===== config.mk =====
export PLATFORM = sky130hd
export DESIGN_NAME = cfg_flash_loader
export DESIGN_NICKNAME = d
export VERILOG_FILES = /design/src/rtl/cfl_pkg.sv /design/src/rtl/cfl_rst_sync.sv /design/src/rtl/cfl_wait_timer.sv /design/src/rtl/cfl_field_regs.sv /design/src/rtl/cfl_seq.sv /design/src/rtl/cfg_flash_loader.sv
export SDC_FILE = /design/constraint.sdc
export NUM_CORES = 1
export LEC_CHECK = 0
export BUFFER_PORTS_ARGS = -buffer_cell sky130_fd_sc_hd__buf_2
export CAP_MARGIN = 0
export CORE_UTILIZATION = 30
export CTS_CLUSTER_DIAMETER = 100
export CTS_CLUSTER_SIZE = 24
export DETAILED_ROUTE_END_ITERATION = 16
export PLACE_DENSITY = 0.59
export SYNTH_ARGS = -nofsm -noshare
export SYNTH_HDL_FRONTEND = slang
export SYNTH_SLANG_ARGS = --single-unit

===== constraint.sdc =====
create_clock -name clk -period 2.3 [get_ports clk]
set_clock_uncertainty 0.15 [all_clocks]
set_input_delay 0.345 -clock clk [delete_from_list [all_inputs] [get_ports clk]]
set_output_delay 0.345 -clock clk [all_outputs]
set_load 0.05 [all_outputs]

===== src/rtl/cfl_pkg.sv =====
package cfl_pkg;
  typedef enum logic [1:0] {
    CFL_IDLE = 2'd0,
    CFL_READ = 2'd1,
    CFL_DONE = 2'd2
  } cfl_state_e;

  localparam int REC_BYTES   = 12;
  localparam int IDX_W       = 4;
  localparam int FIELD_BASE  = 4;
  localparam int FIELD_LANES = 8;
  localparam int LANE_W      = 3;

  localparam int IDX_SIG0  = 0;
  localparam int IDX_SIG1  = 1;
  localparam int IDX_SPEED = 2;
  localparam int IDX_SIG2  = 3;

  localparam logic [7:0] SIG_HI     = 8'hAA;
  localparam logic [7:0] SIG_LO     = 8'h55;
  localparam logic [7:0] SPEED_FAST = 8'hAA;

  // Whole cycles needed to cover an access time, never less than one.
  function automatic int ns_to_cycles(input int ns, input int period_ns);
    int c;
    c = (ns + period_ns - 1) / period_ns;
    return (c < 1) ? 1 : c;
  endfunction
endpackage


===== src/rtl/cfl_rst_sync.sv =====
module cfl_rst_sync #(
  parameter int STAGES = 2
) (
  input  logic clk,
  input  logic rst_n,
  output logic rst_sync_n
);
  logic [STAGES-1:0] sr_q;

  always_ff @(posedge clk or negedge rst_n) begin
    if (!rst_n) sr_q <= '0;
    else        sr_q <= {sr_q[STAGES-2:0], 1'b1};
  end

  assign rst_sync_n = sr_q[STAGES-1];
endmodule


===== src/rtl/cfl_wait_timer.sv =====
module cfl_wait_timer #(
  parameter int SLOW_WAIT = 24,
  parameter int FAST_WAIT = 12
) (
  input  logic clk,
  input  logic rst_n,
  input  logic run,
  input  logic reload_fast,
  output logic expire
);
  localparam int MAX_WAIT = (SLOW_WAIT > FAST_WAIT) ? SLOW_WAIT : FAST_WAIT;
  localparam int CNT_W    = $clog2(MAX_WAIT + 1);
  localparam logic [CNT_W-1:0] SLOW_LD = CNT_W'(SLOW_WAIT - 1);
  localparam logic [CNT_W-1:0] FAST_LD = CNT_W'(FAST_WAIT - 1);

  logic [CNT_W-1:0] cnt_q, cnt_d;
  logic             cnt_en;

  assign expire = run && (cnt_q == '0);
  assign cnt_en = run;

  always_comb begin
    cnt_d = cnt_q;
    if (cnt_q == '0) cnt_d = reload_fast ? FAST_LD : SLOW_LD;
    else             cnt_d = cnt_q - 1'b1;
  end

  always_ff @(posedge clk or negedge rst_n) begin
    if (!rst_n)      cnt_q <= SLOW_LD;
    else if (cnt_en) cnt_q <= cnt_d;
  end
endmodule


===== src/rtl/cfl_field_regs.sv =====
module cfl_field_regs
  import cfl_pkg::*;
#(
  parameter logic [8*FIELD_LANES-1:0] DFLT_FIELDS = '0
) (
  input  logic                     clk,
  input  logic                     rst_n,
  input  logic                     ld_en,
  input  logic [LANE_W-1:0]        ld_lane,
  input  logic [7:0]               ld_data,
  output logic [8*FIELD_LANES-1:0] fields
);
  for (genvar g = 0; g < FIELD_LANES; g++) begin : g_lane
    logic [7:0] lane_q;
    logic       lane_en;

    assign lane_en = ld_en && (ld_lane == LANE_W'(g));

    always_ff @(posedge clk or negedge rst_n) begin
      if (!rst_n)       lane_q <= DFLT_FIELDS[8*g +: 8];
      else if (lane_en) lane_q <= ld_data;
    end

    assign fields[8*g +: 8] = lane_q;
  end
endmodule


===== src/rtl/cfl_seq.sv =====
module cfl_seq
  import cfl_pkg::*;
(
  input  logic              clk,
  input  logic              rst_n,
  input  logic [7:0]        flash_data,
  input  logic              expire,
  output logic              run,
  output logic              reload_fast,
  output logic              bus_active,
  output logic [IDX_W-1:0]  idx,
  output logic              ld_en,
  output logic [LANE_W-1:0] ld_lane,
  output logic              done,
  output logic              valid,
  output logic              busy
);
  cfl_state_e       state_q, state_d;
  logic [IDX_W-1:0] idx_q, idx_d;
  logic             fast_q, fast_d;
  logic             done_q, done_d;
  logic             valid_q, valid_d;
  logic             busy_q, busy_d;
  logic             sample, last_byte, sig_bad, finish;
  logic [IDX_W-1:0] rel_idx;

  assign run        = (state_q == CFL_READ);
  assign bus_active = (state_q == CFL_READ);
  assign sample     = run && expire;
  assign last_byte  = (idx_q == IDX_W'(REC_BYTES - 1));

  always_comb begin
    sig_bad = 1'b0;
    if (idx_q == IDX_W'(IDX_SIG0) && flash_data != SIG_HI) sig_bad = 1'b1;
    if (idx_q == IDX_W'(IDX_SIG1) && flash_data != SIG_LO) sig_bad = 1'b1;
    if (idx_q == IDX_W'(IDX_SIG2) && flash_data != SIG_LO) sig_bad = 1'b1;
  end

  assign finish = sample && (sig_bad || last_byte);

  // Speed choice takes effect for the byte after the speed byte.
  assign fast_d = fast_q ||
                  (sample && idx_q == IDX_W'(IDX_SPEED) && flash_data == SPEED_FAST);
  assign reload_fast = fast_d;

  assign rel_idx = idx_q - IDX_W'(FIELD_BASE);
  assign ld_en   = sample && (idx_q >= IDX_W'(FIELD_BASE));
  assign ld_lane = rel_idx[LANE_W-1:0];

  always_comb begin
    state_d = state_q;
    idx_d   = idx_q;
    done_d  = done_q;
    valid_d = valid_q;
    busy_d  = busy_q;
    unique case (state_q)
      CFL_IDLE: state_d = CFL_READ;
      CFL_READ: begin
        if (finish) begin
          state_d = CFL_DONE;
          done_d  = 1'b1;
          busy_d  = 1'b0;
          valid_d = !sig_bad;
        end else if (sample) begin
          idx_d = idx_q + 1'b1;
        end
      end
      CFL_DONE: state_d = CFL_DONE;
      default:  state_d = CFL_DONE;
    endcase
  end

  always_ff @(posedge clk or negedge rst_n) begin
    if (!rst_n) begin
      state_q <= CFL_IDLE;
      idx_q   <= '0;
      fast_q  <= 1'b0;
      done_q  <= 1'b0;
      valid_q <= 1'b0;
      busy_q  <= 1'b1;
    end else begin
      state_q <= state_d;
      idx_q   <= idx_d;
      done_q  <= done_d;
      valid_q <= valid_d;
      busy_q  <= busy_d;
      if (sample) fast_q <= fast_d;
    end
  end

  assign idx   = idx_q;
  assign done  = done_q;
  assign valid = valid_q;
  assign busy  = busy_q;
endmodule


===== src/rtl/cfg_flash_loader.sv =====
module cfg_flash_loader
  import cfl_pkg::*;
#(
  parameter int          ADDR_W     = 19,
  parameter int          CLK_NS     = 10,
  parameter int          SLOW_NS    = 240,
  parameter int          FAST_NS    = 120,
  parameter int          SYNC_STAGES = 2,
  parameter logic [15:0] DEV_DFLT   = 16'hA5C3,
  parameter logic [15:0] CLS_DFLT   = 16'h0101,
  parameter logic [15:0] SVID_DFLT  = 16'h1B2D,
  parameter logic [15:0] SSID_DFLT  = 16'h7E81
) (
  input  logic              clk,
  input  logic              rst_n,
  input  logic [7:0]        flash_data,
  output logic [ADDR_W-1:0] flash_addr,
  output logic              flash_ce_n,
  output logic              flash_oe_n,
  output logic [15:0]       dev_id_hi,
  output logic [15:0]       class_hi,
  output logic [15:0]       subsys_vid,
  output logic [15:0]       subsys_id_hi,
  output logic              cfg_valid,
  output logic              load_done,
  output logic              load_busy
);
  localparam int SLOW_WAIT = ns_to_cycles(SLOW_NS, CLK_NS);
  localparam int FAST_WAIT = ns_to_cycles(FAST_NS, CLK_NS);
  localparam logic [ADDR_W-1:0] TOP_ADDR = '1;
  localparam logic [8*FIELD_LANES-1:0] DFLT_FIELDS =
    {SSID_DFLT, SVID_DFLT, CLS_DFLT, DEV_DFLT};

  logic                     rst_sync_n;
  logic                     run, reload_fast, expire, bus_active;
  logic [IDX_W-1:0]         idx;
  logic                     ld_en;
  logic [LANE_W-1:0]        ld_lane;
  logic [8*FIELD_LANES-1:0] fields;

  cfl_rst_sync #(.STAGES(SYNC_STAGES)) u_rst (
    .clk        (clk),
    .rst_n      (rst_n),
    .rst_sync_n (rst_sync_n)
  );

  cfl_wait_timer #(.SLOW_WAIT(SLOW_WAIT), .FAST_WAIT(FAST_WAIT)) u_timer (
    .clk         (clk),
    .rst_n       (rst_sync_n),
    .run         (run),
    .reload_fast (reload_fast),
    .expire      (expire)
  );

  cfl_seq u_seq (
    .clk         (clk),
    .rst_n       (rst_sync_n),
    .flash_data  (flash_data),
    .expire      (expire),
    .run         (run),
    .reload_fast (reload_fast),
    .bus_active  (bus_active),
    .idx         (idx),
    .ld_en       (ld_en),
    .ld_lane     (ld_lane),
    .done        (load_done),
    .valid       (cfg_valid),
    .busy        (load_busy)
  );

  cfl_field_regs #(.DFLT_FIELDS(DFLT_FIELDS)) u_regs (
    .clk     (clk),
    .rst_n   (rst_sync_n),
    .ld_en   (ld_en),
    .ld_lane (ld_lane),
    .ld_data (flash_data),
    .fields  (fields)
  );

  assign flash_addr   = TOP_ADDR - ADDR_W'(idx);
  assign flash_ce_n   = !bus_active;
  assign flash_oe_n   = !bus_active;
  assign dev_id_hi    = fields[15:0];
  assign class_hi     = fields[31:16];
  assign subsys_vid   = fields[47:32];
  assign subsys_id_hi = fields[63:48];
endmodule


# Yosys cells after proc, flatten, opt, wreduce, memory -nomap -nowiden
# Cells that the tools add are included.
# totals
regBits	81
inputBits	10
out_inout_bits	88
wordCells	72
# classes
addsub	4
n_lt_le_gt_ge	1
n_eq_ne	16
mux	7
bitwise	1
n_reduce_logical	27
# ops
operator	n
$logic_and A1 B1 Y1	17
$eq A3 B3 Y1 const B	4
$mux W5	2
$eq A4 B2 Y1 const B	2
$eq A8 B8 Y1 const B	1
$ne A8 B7 Y1 const B	1
$ne A8 B8 Y1 const B	1
$eq A3 B2 Y1 const B	2
$sub A1 B5 Y6 const A	1
$logic_not A5 Y1	1
$sub A5 B1 Y5 const B	1
$add A4 B1 Y4 const B	1
$eq A4 B1 Y1 const B	1
$eq A4 B4 Y1 const B	1
$ge A4 B3 Y1 const B	1
$logic_not A4 Y1	1
$pmux W2 S2	1
$eq A3 B1 Y1 const B	1
$logic_not A3 Y1	1
$mux W1	3
$reduce_and A3 Y1	1
$sub A3 B3 Y3 const B	1
$eq A2 B1 Y1 const B	1
$logic_not A1 Y1	2
6 further kinds	7

# Logic depth before layout (Yosys ltp)
# logic_depth
depth_word	9
mapped_depth	6

# Hierarchy
# A second synthesis with hierarchy kept.
# hier_totals
hier_cells	249
hier_area_um2	3568.4
# modules_own_cells
mod	instances	cells_per_inst	area_each_um2
cfl_field_regs	1	143	2484.9
cfl_seq	1	54	606.8
cfl_wait_timer	1	27	280.3
cfg_flash_loader	1	22	142.6
cfl_rst_sync	1	3	53.8

# Worst setup path after synthesis
# No wires, ideal clock.
# synth_timing
path_type	register to register
start	register u_timer.cnt_q[0]
end	register u_seq.idx_q[1] (netlist: u_seq.idx[1])
setup_ps	125
arrival_time_ps	2144
t_required_ps	2025
setup_slack_ps	-119
stages_incl_launch_ff	7
period_less_slack_ps	2419
cell_sequence	dfstp_2 > inv_1 > ha_1 > or4b_4 > or3_4 > a311oi_4 > mux2_4
# synth_between
elab_chain_len	6
# synth_rtl
item	line_no	source
start: declaration	cfl_wait_timer.sv:16	logic [CNT_W-1:0] cnt_q, cnt_d;
start signal: assignment	cfl_wait_timer.sv:30	else if (cnt_en) cnt_q <= cnt_d;
$logic_not A5 Y1 (*)	cfl_wait_timer.sv:19	assign expire = run && (cnt_q == '0);
$logic_and A1 B1 Y1 (*)	cfl_wait_timer.sv:19	
$logic_and A1 B1 Y1 (*)	cfl_seq.sv:29	assign sample = run && expire;
$logic_and A1 B1 Y1	cfl_seq.sv:39	assign finish = sample && (sig_bad || last_byte);
$not A1 Y1 (no source line)	--	
$reduce_and A3 Y1 (no source line) (*)	--	
end signal: assignment	cfl_seq.sv:83	idx_q <= idx_d;
end: declaration	cfl_seq.sv:19	logic [IDX_W-1:0] idx_q, idx_d;
# Every way passes the cells marked *; elsewhere a longest branch is shown, timed or not.
# A chain may end at the register's enable or synchronous reset.

# Final worst setup path
# layout_timing
start	register u_timer.cnt_q[1]
end	register u_regs.g_lane[2].lane_q[5]
# layout_between
elab_chain_len	5
# layout_rtl
item	line_no	source
$logic_not A5 Y1	cfl_wait_timer.sv:19	
$logic_and A1 B1 Y1	cfl_wait_timer.sv:19	
$logic_and A1 B1 Y1	cfl_seq.sv:29	
$logic_and A1 B1 Y1	cfl_seq.sv:47	assign ld_en = sample && (idx_q >= IDX_W'(FIELD_BASE));
$logic_and A1 B1 Y1	cfl_field_regs.sv:17	assign lane_en = ld_en && (ld_lane == LANE_W'(g));
end signal: assignment	cfl_field_regs.sv:20	if (!rst_n) lane_q <= DFLT_FIELDS[8*g +: 8];
end signal: assignment	cfl_field_regs.sv:21	else if (lane_en) lane_q <= ld_data;
end: declaration	cfl_field_regs.sv:14	logic [7:0] lane_q;
# No other way between the ends.

==> impl.org <==
** Finish
- Summing all non-filler instances in the final layout gives an area of 4590 sq um.
- Counting the fill cells in the layout gives 1109.
- In the final layout, flip-flops and latches occupy 2070 sq um.
- Number of diodes :: 0
- The multi-input combinational cells in the finished layout cover a total of 1380 sq um.
- Number of nets in the final layout :: 371
- The library cells used most frequently in the layout, excluding fill and tap cells, are 82 x sky130_fd_sc_hd__buf_2, 64 x sky130_fd_sc_hd__mux2_2, 48 x sky130_fd_sc_hd__dfrtp_1.
- In the final layout, the share of cells above drive strength 1 is 66.2%.
- End-of-flow core utilization :: 40.2%
- Relative to the synthesized area, the layout overhead comes to 30.2%.
- Leaving out fill and tap cells, the most frequent cell in the layout is sky130_fd_sc_hd__buf_2.

** Timing
- Total setup violations reported at the end of the flow :: 0
- The max-slew violation total from the final report was 0.
- Setup repair after global routing could not meet its margin everywhere.
- Sum of negative setup slack :: 0 ns
- The worst path in the final design needs a cycle of 2.30 ns, including I/O delays and setup.
- Fmax :: 435 MHz
- Final period util :: 99.9%
- Post-Route Hold Slack :: 0.123 ns
- The number of hold-slack violations in the final timing report came to 0.

** CTS
- Clock-pin slew on the worst setup and hold paths :: 0.06 ns
- The cell sitting at the root of the clock tree is a sky130_fd_sc_hd__clkbuf_16.
- H-tree levels :: 3
- For the worst-skew pair, the clock arrives at the later sink with an insertion delay of 0.34 ns.
- Number of buffers on the longest clock path :: 2
- CTS tree :: built
- Clock buffer count from CTS :: 9
- Total clock sinks :: 81

** Power
- The clock network is responsible for 40.7% of the overall power.
- Flop pwr share :: 45.9%
- In this run the power spent charging and discharging nets is 0.921 mW.
- The share of total power dissipated in combinational logic is 13.4%.
- Switching share of power :: 27.4%
- Pwr Density :: 733 nW/um^2
- Total chip power :: 3.36 mW
- For this design the static power due to leakage is 2.08 nW.
- IR analysis of the VDD net gives a maximum drop of 0.446 mV.
- The internal portion of the total power is 2.44 mW.

** Floorplanning
- From bottom edge to top edge, the die measures 110 um.
- The core region is 11400 sq um.
- 98 I/O pins were placed.
- Initial core utilization :: 30.9%
- Count of standard-cell rows :: 39
- Floorplan die area :: 12200 sq um
- The floorplan step set the die width to 110 um.

** Detailed routing
- Overall via count from detail_route :: 2283
- Post-route DRC violation count :: 0
- Total length of routed wires :: 8090 um
- Routed wire length per instance :: 16.1 um
- In this run, the number of DRC markers left after iteration 0 of detailed routing was 77.
- After detailed routing, the number of vias per cell comes to 4.56.
- Before antenna repair, the detailed router went through 3 iterations.
- The count of nets left with antenna violations once routing finished came out at 0.

** Placed design
- Dpl cell area :: 4210 sq um
- The congestion estimate from routability-driven global placement came to 0.851.
- Number of buffers inserted by port buffering :: 82
- Half-perimeter wire length of the detailed placement result :: 5860 um

** Yosys
- Count of yosys warnings during synthesis :: 0
- For this run, the leading register cell type out of synthesis is sky130_fd_sc_hd__dfrtp_1.
- A synthesized cell averages 14.5 sq um.
- Unique masters post-synth :: 39
- Synthesized netlist cell count :: 243
- Synthesis inferred 81 register bits.
- Combined area of all synthesized cells :: 3520 sq um
- Fraction of the yosys area taken by sequential cells :: 58.6%
- The synthesized design contains 0 enable-type register cells.
- Counting flops with an async set or reset pin after synthesis yields a share of 100%.

** Global routing
- Global routing used 14.1% of the available tracks.
- Total gr overflow :: 0
- Vias in the first global route :: 2315
- Maximum number of pins on one net before global-route repair :: 50
- The number of antenna violations at the first check in global routing was 0.
- The first global-routing pass estimated 12400 um of wire.

** Setup path
- Type of origin of the critical path :: flip-flop
- The most critical setup path has its endpoint at u_regs.g_lane[2].lane_q[5].
- The critical path in this run is classified as reg -> reg.
- Reg2Reg Setup Slack :: 0.003 ns
- R2r worst-path depth :: 8
- Of all nets on the critical path, the largest fanout is 8.
- At the worst endpoint, the required time is 2.37 ns.
- The worst register-to-register path ends at u_regs.g_lane[2].lane_q[5].
- The worst register-to-register path begins at u_timer.cnt_q[1].
- Setup crit end kind :: flip-flop
- Data arrives at the worst endpoint at 2.36 ns.
- The most critical setup path has its startpoint at u_timer.cnt_q[1].

** Run
- Max capacitance violation total :: 0

** Min path
- The worst hold path belongs to the class reg -> async.

** Outcome
- Outcome :: finished clean
layout make-up:
class                      count  share of cell area, %
multi-input combinational    145                   30.2
clock buffer                  12                   5.15
timing repair buffer         109                   14.0
sequential                    81                   45.1
clock inverter                 4                  0.982
tap                          143                   3.90
inverter                       7                  0.654
Yosys cell counts, types with 2 or more instances:
| cell | n | share of area (%) |
|---|---|---|
| sky130_fd_sc_hd__a311oi_1 | 2 | 0.50 |
| sky130_fd_sc_hd__nor3_1 | 4 | 0.57 |
| sky130_fd_sc_hd__mux2i_1 | 2 | 0.57 |
| sky130_fd_sc_hd__nand2_1 | 6 | 0.64 |
| sky130_fd_sc_hd__clkbuf_1 | 7 | 0.75 |
| sky130_fd_sc_hd__xnor2_1 | 2 | 0.50 |
| sky130_fd_sc_hd__buf_4 | 16 | 3.4 |
| sky130_fd_sc_hd__nand4_1 | 2 | 0.36 |
| sky130_fd_sc_hd__nor2_1 | 5 | 0.53 |
| sky130_fd_sc_hd__o21a_1 | 2 | 0.43 |
| sky130_fd_sc_hd__nand3b_2 | 2 | 0.64 |
| sky130_fd_sc_hd__nand3_2 | 3 | 0.85 |
| sky130_fd_sc_hd__nor4bb_1 | 4 | 1.1 |
| sky130_fd_sc_hd__mux2_2 | 64 | 20 |
| sky130_fd_sc_hd__a21oi_1 | 3 | 0.43 |
| sky130_fd_sc_hd__dfrtp_1 | 50 | 36 |
| sky130_fd_sc_hd__o21bai_1 | 3 | 0.64 |
| sky130_fd_sc_hd__dfstp_2 | 31 | 23 |
| sky130_fd_sc_hd__buf_1 | 2 | 0.21 |
| sky130_fd_sc_hd__ha_1 | 8 | 2.8 |
| sky130_fd_sc_hd__inv_1 | 7 | 0.75 |
registers in the layout (all words and copies together) (netlist names):
| signal | count |
|---|---|
| u_seq.idx | 4 |
| u_rst.sr_q | 2 |
| u_timer.cnt_q | 5 |
| u_seq.done | 1 |
| u_seq.valid | 1 |
| u_seq.state_q | 2 |
| u_seq.busy | 1 |
| u_regs.g_lane.lane_q | 64 |
| u_seq.fast_q | 1 |
per-layer routing:
metal | wire length, um | share of wire, % | vias to the layer above | global-route usage (%)
met5 | 0 | 0 | - | 0
met4 | 184 | 2.3 | 0 | 7.71
met3 | 420 | 5.2 | 13 | 3.53
met2 | 3750 | 46 | 62 | 20.6
met1 | 3730 | 46 | 1162 | 19.1
li1 | - | - | 1046 | -
logic make-up (layout without fill, tap and decap cells):
group | Yosys count | in the layout | share of synthesized area (%)
muxes | 67 | 67 | 21.4
other | 1 | 16 | 0.106
and+or+nand+nor | 36 | 36 | 7.24
adders and majority gates | 8 | 8 | 2.84
AOI/OAI and AO/OA | 16 | 16 | 4.12
xor gates and xnor gates | 2 | 2 | 0.497
buffers and inverters | 32 | 132 | 5.11
DFF | 81 | 81 | 58.6
through the flow:
stage,cells,setup WS [ns]
finish,501,0.00323
global route,501,-0.0548
CTS,501,-0.0244
detailed placement,481,-0.0167
global placement,481,0.0308
floorplan,258,0.00421
power groups by stage:
stage | sequential (mW) | clock [mW] | combinational [mW]
after floorplan | 1.78 | 0 | 0.141
after global placement | 1.56 | 0 | 0.452
after detailed placement | 1.57 | 0 | 0.455
after CTS | 1.54 | 1.40 | 0.457
after global routing | 1.55 | 1.45 | 0.476
final | 1.54 | 1.37 | 0.450
what timing repair did:
item	in CTS	in global routing
pin swaps	3	3
hold endpoints to repair	2	0
hold buffers	1	0
gates resized for setup	3	9
setup endpoints to repair	1	47
setup buffers	3	0
worst max-delay path, stage by stage (launching register included):
cell and delay [ns]:
sky130_fd_sc_hd__dfstp_2 0.37, sky130_fd_sc_hd__inv_2 0.07, sky130_fd_sc_hd__ha_4 0.13, sky130_fd_sc_hd__or4b_4 0.46, sky130_fd_sc_hd__buf_4 0.17, sky130_fd_sc_hd__nor2_2 0.13, sky130_fd_sc_hd__buf_4 0.14, sky130_fd_sc_hd__nand3_2 0.20
sky130_fd_sc_hd__mux2_2 0.34
worst min-delay path by stage:
stage	start	end	cells past startpoint
3_5_place_dp	rst_n	u_rst.sr_q[0]	1
3_3_place_gp	rst_n	u_rst.sr_q[0]	1
6_report	u_rst.sr_q[1]	u_regs.g_lane[4].lane_q[6]	0
2_1_floorplan	rst_n	u_rst.sr_q[0]	0
4_1_cts	u_rst.sr_q[1]	u_regs.g_lane[4].lane_q[7]	0
5_1_grt	u_rst.sr_q[1]	u_regs.g_lane[4].lane_q[6]	0
No activity file was read; power rests on OpenSTA's default activity.
